[config.mk]
export PLATFORM = sky130hd
export DESIGN_NAME = flash_rd_ctrl
export DESIGN_NICKNAME = d
export VERILOG_FILES = /design/src/rtl/flash_rd_pkg.sv /design/src/rtl/flash_array.sv /design/src/rtl/flash_mode_fsm.sv /design/src/rtl/flash_read_mux.sv /design/src/rtl/flash_rd_ctrl.sv
export SDC_FILE = /design/constraint.sdc
export NUM_CORES = 2
export LEC_CHECK = 0
export BUFFER_PORTS_ARGS = -buffer_cell sky130_fd_sc_hd__buf_4
export CORE_MARGIN = 4
export CORE_UTILIZATION = 35
export CTS_CLUSTER_SIZE = 10
export DETAILED_ROUTE_END_ITERATION = 12
export SYNTH_ARGS = -nofsm -noshare
export SYNTH_HDL_FRONTEND = slang
export SYNTH_SLANG_ARGS = --single-unit
[constraint.sdc]
create_clock -name clk -period 4.7 [get_ports clk]
set_input_delay 1.175 -clock clk [delete_from_list [all_inputs] [get_ports clk]]
set_output_delay 1.175 -clock clk [all_outputs]
set_load 0.1 [all_outputs]
[src/rtl/flash_rd_pkg.sv]
package flash_rd_pkg;

    typedef enum logic [1:0] {
        MD_ARRAY   = 2'd0,
        MD_AUTOSEL = 2'd1,
        MD_SUSP    = 2'd2,
        MD_ERR     = 2'd3
    } rd_mode_e;

    typedef struct packed {
        logic [15:0] dout;
        logic        oe_lo;
        logic        oe_mid;
        logic        oe_top;
    } pin_drive_t;

endpackage

[src/rtl/flash_array.sv]
module flash_array #(
    parameter int AW = 8,
    parameter int DW = 16
) (
    input  logic          clk,
    input  logic          we,
    input  logic [AW-1:0] waddr,
    input  logic [DW-1:0] wdata,
    input  logic [AW-1:0] raddr,
    output logic [DW-1:0] rdata
);
    localparam int DEPTH = 1 << AW;

    logic [DW-1:0] mem_q [DEPTH];

    always_ff @(posedge clk) begin
        if (we) mem_q[waddr] <= wdata;
    end

    assign rdata = mem_q[raddr];
endmodule

[src/rtl/flash_mode_fsm.sv]
module flash_mode_fsm
    import flash_rd_pkg::*;
#(
    parameter int NSEC = 4
) (
    input  logic            clk,
    input  logic            rst_n,
    input  logic            cmd_reset,
    input  logic            cmd_autosel,
    input  logic            cmd_suspend,
    input  logic            cmd_resume,
    input  logic            cmd_prog_done,
    input  logic            err_flag,
    input  logic [NSEC-1:0] susp_sectors,
    output rd_mode_e        mode_o,
    output logic [NSEC-1:0] map_o
);
    typedef struct packed {
        rd_mode_e        mode;
        logic [NSEC-1:0] map;
    } fsm_st_t;

    fsm_st_t st_d, st_q;

    always_comb begin
        st_d = st_q;
        if (cmd_reset) begin
            st_d.mode = MD_ARRAY;
            st_d.map  = '0;
        end else if (err_flag) begin
            st_d.mode = MD_ERR;
        end else begin
            unique case (st_q.mode)
                MD_ARRAY: begin
                    if (cmd_autosel) begin
                        st_d.mode = MD_AUTOSEL;
                    end else if (cmd_suspend) begin
                        st_d.mode = MD_SUSP;
                        st_d.map  = susp_sectors;
                    end
                end
                MD_SUSP: begin
                    if (cmd_autosel) begin
                        st_d.mode = MD_AUTOSEL;
                    end else if (cmd_resume) begin
                        st_d.mode = MD_ARRAY;
                        st_d.map  = '0;
                    end else if (cmd_prog_done) begin
                        st_d.mode = MD_SUSP;
                    end
                end
                MD_AUTOSEL: st_d.mode = MD_AUTOSEL;
                MD_ERR:     st_d.mode = MD_ERR;
                default:    st_d.mode = MD_ARRAY;
            endcase
        end
    end

    always_ff @(posedge clk) begin
        if (!rst_n) begin
            st_q.mode <= MD_ARRAY;
            st_q.map  <= '0;
        end else begin
            st_q <= st_d;
        end
    end

    assign mode_o = st_q.mode;
    assign map_o  = st_q.map;
endmodule

[src/rtl/flash_read_mux.sv]
module flash_read_mux
    import flash_rd_pkg::*;
#(
    parameter int          AW          = 8,
    parameter int          SECW        = 2,
    parameter logic [15:0] MFR_ID      = 16'h00A5,
    parameter logic [15:0] DEV_ID      = 16'h22C3,
    parameter logic [15:0] SUSP_STATUS = 16'h0044,
    parameter logic [15:0] ERR_STATUS  = 16'h0060
) (
    input  logic                clk,
    input  logic                rst_n,
    input  logic                ce_n,
    input  logic                oe_n,
    input  logic                word_mode,
    input  logic [AW-1:0]       addr,
    input  logic                byte_hi,
    input  rd_mode_e            mode,
    input  logic [(1<<SECW)-1:0] susp_map,
    input  logic [(1<<SECW)-1:0] prot_map,
    input  logic [15:0]         arr_word,
    output logic [15:0]         dq_out,
    output logic                oe_lo,
    output logic                oe_mid,
    output logic                oe_top
);
    localparam int NSEC = 1 << SECW;

    pin_drive_t drv_d, drv_q;
    logic [SECW-1:0] sec_idx;
    logic [15:0]     word_sel;
    logic [15:0]     id_word;
    logic            read_en;

    assign sec_idx = addr[AW-1 -: SECW];
    assign read_en = !ce_n && !oe_n;

    always_comb begin
        unique case (addr[1:0])
            2'd0:    id_word = MFR_ID;
            2'd1:    id_word = DEV_ID;
            2'd2:    id_word = {15'd0, prot_map[sec_idx]};
            default: id_word = 16'h0000;
        endcase
    end

    always_comb begin
        unique case (mode)
            MD_ARRAY:   word_sel = arr_word;
            MD_SUSP:    word_sel = susp_map[sec_idx] ? SUSP_STATUS : arr_word;
            MD_AUTOSEL: word_sel = id_word;
            MD_ERR:     word_sel = ERR_STATUS;
            default:    word_sel = arr_word;
        endcase
    end

    always_comb begin
        drv_d = '0;
        if (read_en) begin
            drv_d.oe_lo = 1'b1;
            if (word_mode) begin
                drv_d.dout   = word_sel;
                drv_d.oe_mid = 1'b1;
                drv_d.oe_top = 1'b1;
            end else begin
                drv_d.dout = {8'h00, (byte_hi ? word_sel[15:8] : word_sel[7:0])};
            end
        end
    end

    always_ff @(posedge clk) begin
        if (!rst_n) drv_q <= '0;
        else        drv_q <= drv_d;
    end

    assign dq_out = drv_q.dout;
    assign oe_lo  = drv_q.oe_lo;
    assign oe_mid = drv_q.oe_mid;
    assign oe_top = drv_q.oe_top;

    if (NSEC < 2) begin : g_sec_guard
        initial $error("flash_read_mux needs at least two sectors");
    end
endmodule

[src/rtl/flash_rd_ctrl.sv]
module flash_rd_ctrl
    import flash_rd_pkg::*;
#(
    parameter int          AW          = 8,
    parameter int          SECW        = 2,
    parameter logic [15:0] MFR_ID      = 16'h00A5,
    parameter logic [15:0] DEV_ID      = 16'h22C3,
    parameter logic [15:0] SUSP_STATUS = 16'h0044,
    parameter logic [15:0] ERR_STATUS  = 16'h0060,
    localparam int         NSEC        = 1 << SECW
) (
    input  logic            clk,
    input  logic            rst_n,
    input  logic            ce_n,
    input  logic            oe_n,
    input  logic            word_mode,
    input  logic [AW-1:0]   addr,
    input  logic            dq_top_in,
    output logic [15:0]     dq_out,
    output logic            dq_oe_lo,
    output logic            dq_oe_mid,
    output logic            dq_oe_top,
    input  logic            prog_we,
    input  logic [AW-1:0]   prog_addr,
    input  logic [15:0]     prog_data,
    input  logic            cmd_reset,
    input  logic            cmd_autosel,
    input  logic            cmd_suspend,
    input  logic            cmd_resume,
    input  logic            cmd_prog_done,
    input  logic            err_flag,
    input  logic [NSEC-1:0] susp_sectors,
    input  logic [NSEC-1:0] prot_sectors
);
    rd_mode_e        mode_q;
    logic [NSEC-1:0] susp_map_q;
    logic [15:0]     arr_word;

    flash_array #(.AW(AW), .DW(16)) u_array (
        .clk   (clk),
        .we    (prog_we),
        .waddr (prog_addr),
        .wdata (prog_data),
        .raddr (addr),
        .rdata (arr_word)
    );

    flash_mode_fsm #(.NSEC(NSEC)) u_fsm (
        .clk           (clk),
        .rst_n         (rst_n),
        .cmd_reset     (cmd_reset),
        .cmd_autosel   (cmd_autosel),
        .cmd_suspend   (cmd_suspend),
        .cmd_resume    (cmd_resume),
        .cmd_prog_done (cmd_prog_done),
        .err_flag      (err_flag),
        .susp_sectors  (susp_sectors),
        .mode_o        (mode_q),
        .map_o         (susp_map_q)
    );

    flash_read_mux #(
        .AW(AW), .SECW(SECW), .MFR_ID(MFR_ID), .DEV_ID(DEV_ID),
        .SUSP_STATUS(SUSP_STATUS), .ERR_STATUS(ERR_STATUS)
    ) u_mux (
        .clk       (clk),
        .rst_n     (rst_n),
        .ce_n      (ce_n),
        .oe_n      (oe_n),
        .word_mode (word_mode),
        .addr      (addr),
        .byte_hi   (dq_top_in),
        .mode      (mode_q),
        .susp_map  (susp_map_q),
        .prot_map  (prot_sectors),
        .arr_word  (arr_word),
        .dq_out    (dq_out),
        .oe_lo     (dq_oe_lo),
        .oe_mid    (dq_oe_mid),
        .oe_top    (dq_oe_top)
    );
endmodule

==> results by group <==
Timing
  • Final hold violation count: 0
  • Worst clock skew: 0.106 ns
  • Slew headroom: 4.04%
  • Max frequency: 237 MHz
  • Setup ws final: 0.480 ns
  • Worst slew pin tran: 1.44 ns
  • Sum Neg Setup Slack: 0 ns
  • Setup-failing EPs final: 0
  • Period utilization: 89.8%
  • Slew Limit Fails: 0
  • Tmin final: 4.22 ns
  • RSZ-0062 raised after global routing: false
  • Hold WS: 0.469 ns

Floorplanning
  • I/O Pins: 72
  • Die height: about 680 um
  • Die width: a little under 700 um
  • Core area: 453000 sq um
  • Die area: 465000 sq um
  • Site Rows: 247
  • Starting Density: 35.1%

Setup path
  • Slowest-stage cell, CP: a2111oi_0
  • Crit-path max cell delay: 1.00 ns
  • Worst Path Required: 5.58 ns
  • Worst Setup End Kind: flop
  • Crit path buf inv count: 4
  • Crit Path Class: in2reg
  • Critical path peak fanout: 23
  • Worst Setup Start Kind: input port
  • Crit-path cells: buf_16 > buf_12 > buf_4 > mux4_2 > nand2_1 > nand3_1 > a311oi_1 > a311oi_1 > a2111oi_0 > buf_4 > or3_1 > o31ai_1
  • Crit-path leading delay family: compound AO/OA/AOI/OAI gates
  • CP arrival: 5.10 ns

Synthesis
  • Post-synthesis mux area share: 16.8%
  • Synth Area in XOR/XNOR: 0%
  • Compound-Gate Fraction of Synth Area: 1.93%
  • EDFF count, synth: 4096
  • Mapped cell area: ~160000 sq um
  • Seq/Total Area, Yosys: 77.6%
  • Synth unique cells: 73
  • Synth Area in Simple Gates: 2.08%
  • Post-synthesis register bit count: between 4000 and 5000
  • Synth Area in Adders: 0%
  • YS warnings: 0
  • Mapped Cells: 7064
  • Main synth FF type: edfxtp_1
  • Post-synth ARST share: 0%
  • Largest family of logic cells by synthesized area: multiplexers
  • Syn Nets: 7117
  • Post-Syn Area per Cell: 22.5 sq um

CTS
  • Clock sinks: around 4100
  • CTS tree: built
  • Bufs on Longest Clock Path: 4
  • Post-CTS Setup Inserts: 0
  • Post-CTS sizing: 0
  • Number of buffers created by CTS: 454
  • H-tree depth: 5
  • Clock Root Buffer: clkbuf_16
  • Clk_lat worst skew: 1.02 ns
  • Clk slew on worst S/H paths: approximately 0.060 ns
  • Hold_buf cts: 0

Global routing
  • GRT Overall Usage: about a fifth
  • Grt ovf: 0
  • First-pass GRT wire length: approximately 660000 um
  • Pin count of the biggest net entering global routing: 158
  • Initial antenna violation count: 30
  • Via count of the first global-routing pass: 80800

Cells and area
  • Area Overhead vs Synth: 16.1%
  • Most common cell after layout, fill and taps aside: edfxtp_1
  • Layout cells sized above 1: 32.5%
  • Post-layout util: 40.8%
  • Most frequent cells in the layout: 4096 x edfxtp_1, 1088 x mux4_2, 702 x buf_4, 458 x clkbuf_16, 229 x nand2_1
  • Layout fillers: 39000
  • Footprint of the multi-input gates: 33600 sq um
  • Final instance area: roughly 180000 sq um
  • Reg area: 123000 sq um
  • Nets: 7987

Place
  • Area of placed instances: 172000 sq um
  • Gpl congestion: 0.904
  • Pre-CTS setup slack: -0.476 ns
  • Buffers on Ports: 70
  • Hpwl dp: between 200000 and 300000 um

Routing
  • Avg WL per Cell: 34.0 um
  • WL final: 477000 um
  • Via/cell ratio: 5.77
  • Drt drc: 0
  • Iteration-0 DRC Markers: 12100
  • Pre-Repair DR Iteration Count: 6
  • ANT nets after route: 0
  • DR vias: 81100

Power and ir drop
  • Clk network pwr share: 40.8%
  • Worst VDD drop: 0.000314 V
  • P_int: just under 0.06 W
  • Leak: just under 60 nW
  • Switching part of the total power: 21.8%
  • Flop pwr share: 53.3%
  • Switching Power: 0.0166 W
  • Comb pwr share: under 10%
  • Power Dens Cells: approximately 410 nW/um^2

Flow run
  • MaxCap Viol Count: 0

Min path
  • Hold WC Path Type: in2reg

Outcome
  • Status: completed
[metal layers]
metal | track usage, % | vias up | share of wire (%) | routed length, um
met5 | 0 | - | 0.0096 | 46
met4 | 8.58 | 6 | 4.9 | 23600
met3 | 4.80 | 879 | 10 | 48500
met2 | 31.3 | 4800 | 46 | 222000
met1 | 27.2 | 43900 | 38 | 183000
li1 | - | 31500 | - | -
[worst min-delay path: stages]
cell and delay, ns:
buf_4 0.08, a22oi_1 0.07, nor2_1 0.09
[cells by family (layout without fill, tap and decap cells)]
kind of cell,after synthesis,after routing
AOI/OAI and AO/OA,440,440
buffers and inverters,423,1419
DFF,4120,4120
muxes,1305,1305
and+or+nand+nor,776,776
other,0,16
[final cells by class]
cell class | count | share of cell area [%]
well taps | 5976 | 4.05
repair buffers | 824 | 4.13
flip-flops and latches | 4120 | 66.9
multi-input cells | 2521 | 18.2
clock buffers | 549 | 6.39
inverters | 13 | 0.0379
clock inverters | 33 | 0.310
diodes | 16 | 0.0217
[cell usage after synthesis, types with 4 or more instances]
| cell type | number | area share [%] |
|---|---|---|
| o311ai_0 | 6 | 0.033 |
| a21oi_1 | 85 | 0.27 |
| a221o_1 | 4 | 0.025 |
| o2111ai_1 | 6 | 0.033 |
| nor2b_1 | 22 | 0.086 |
| and2_1 | 12 | 0.047 |
| clkbuf_1 | 122 | 0.29 |
| buf_6 | 53 | 0.38 |
| o21a_1 | 4 | 0.019 |
| o21ai_0 | 65 | 0.20 |
| mux4_2 | 1088 | 15 |
| or3_1 | 6 | 0.024 |
| a221oi_1 | 34 | 0.19 |
| buf_2 | 123 | 0.39 |
| nor4_1 | 5 | 0.020 |
| o22ai_1 | 27 | 0.11 |
| o211ai_1 | 10 | 0.047 |
| nor2_1 | 343 | 0.81 |
| a2bb2oi_1 | 5 | 0.028 |
| a311oi_1 | 14 | 0.077 |
| a22oi_1 | 57 | 0.27 |
| and3_1 | 10 | 0.039 |
| nand2b_1 | 9 | 0.035 |
| o31ai_1 | 9 | 0.042 |
| buf_1 | 22 | 0.052 |
| inv_1 | 8 | 0.019 |
| o221ai_1 | 12 | 0.066 |
| a211oi_1 | 19 | 0.090 |
| a2111oi_0 | 6 | 0.033 |
| a32oi_1 | 18 | 0.099 |
| nand4_1 | 21 | 0.083 |
| nor3_1 | 23 | 0.072 |
| mux2_2 | 26 | 0.18 |
| nand2_1 | 229 | 0.54 |
| dfxtp_1 | 24 | 0.30 |
| nand3_1 | 82 | 0.26 |
| edfxtp_1 | 4096 | 77 |
| a31oi_1 | 22 | 0.086 |
| buf_12 | 4 | 0.050 |
| mux2i_1 | 190 | 1.2 |
| buf_4 | 83 | 0.39 |
| a311o_1 | 4 | 0.025 |
[path summary, 6_finish.rpt]
check / start / endpoint / slack [ns] / depth (start not counted)
max reg2reg: u_array.mem_q[52][3]$_DFFE_PP_ / u_mux.dq_out[3]$_SDFF_PN0_ / 1.03 / 9
max: addr[0] / u_mux.dq_out[3]$_SDFF_PN0_ / 0.48 / 12
min reg2reg: u_fsm.map_o[0]$_SDFFE_PP0P_ / u_fsm.map_o[0]$_SDFFE_PP0P_ / 0.50 / 2
min: susp_sectors[1] / u_fsm.map_o[1]$_SDFFE_PP0P_ / 0.47 / 3
[sequential cells by signal (all words and copies together), names as in the netlist]
register,cells
u_array.mem_q,4096
u_fsm.map_o,4
u_fsm.mode_o,2
u_mux.dq_out,16
u_mux.oe_lo,1
u_mux.oe_mid,1
[power groups by stage]
| stage | Clock [W] | Sequential [W] | Combinational, W |
|---|---|---|---|
| 3_3_place_gp | 0 | 0.0413 | 0.00437 |
| 4_1_cts | 0.0315 | 0.0405 | 0.00445 |
| 2_1_floorplan | 0 | 0.0413 | 0.00204 |
| 6_report | 0.0311 | 0.0405 | 0.00448 |
| 5_1_grt | 0.0331 | 0.0405 | 0.00461 |
| 3_5_place_dp | 0 | 0.0413 | 0.00444 |
[per-stage QoR]
| step | instances | power [W] |
|---|---|---|
| global placement | 13500 | 0.0457 |
| finish | 14100 | 0.0761 |
| CTS | 14000 | 0.0765 |
| global route | 14000 | 0.0782 |
| floorplan | 7064 | 0.0433 |
| detailed placement | 13500 | 0.0457 |
(Power assumes the default switching activity.)
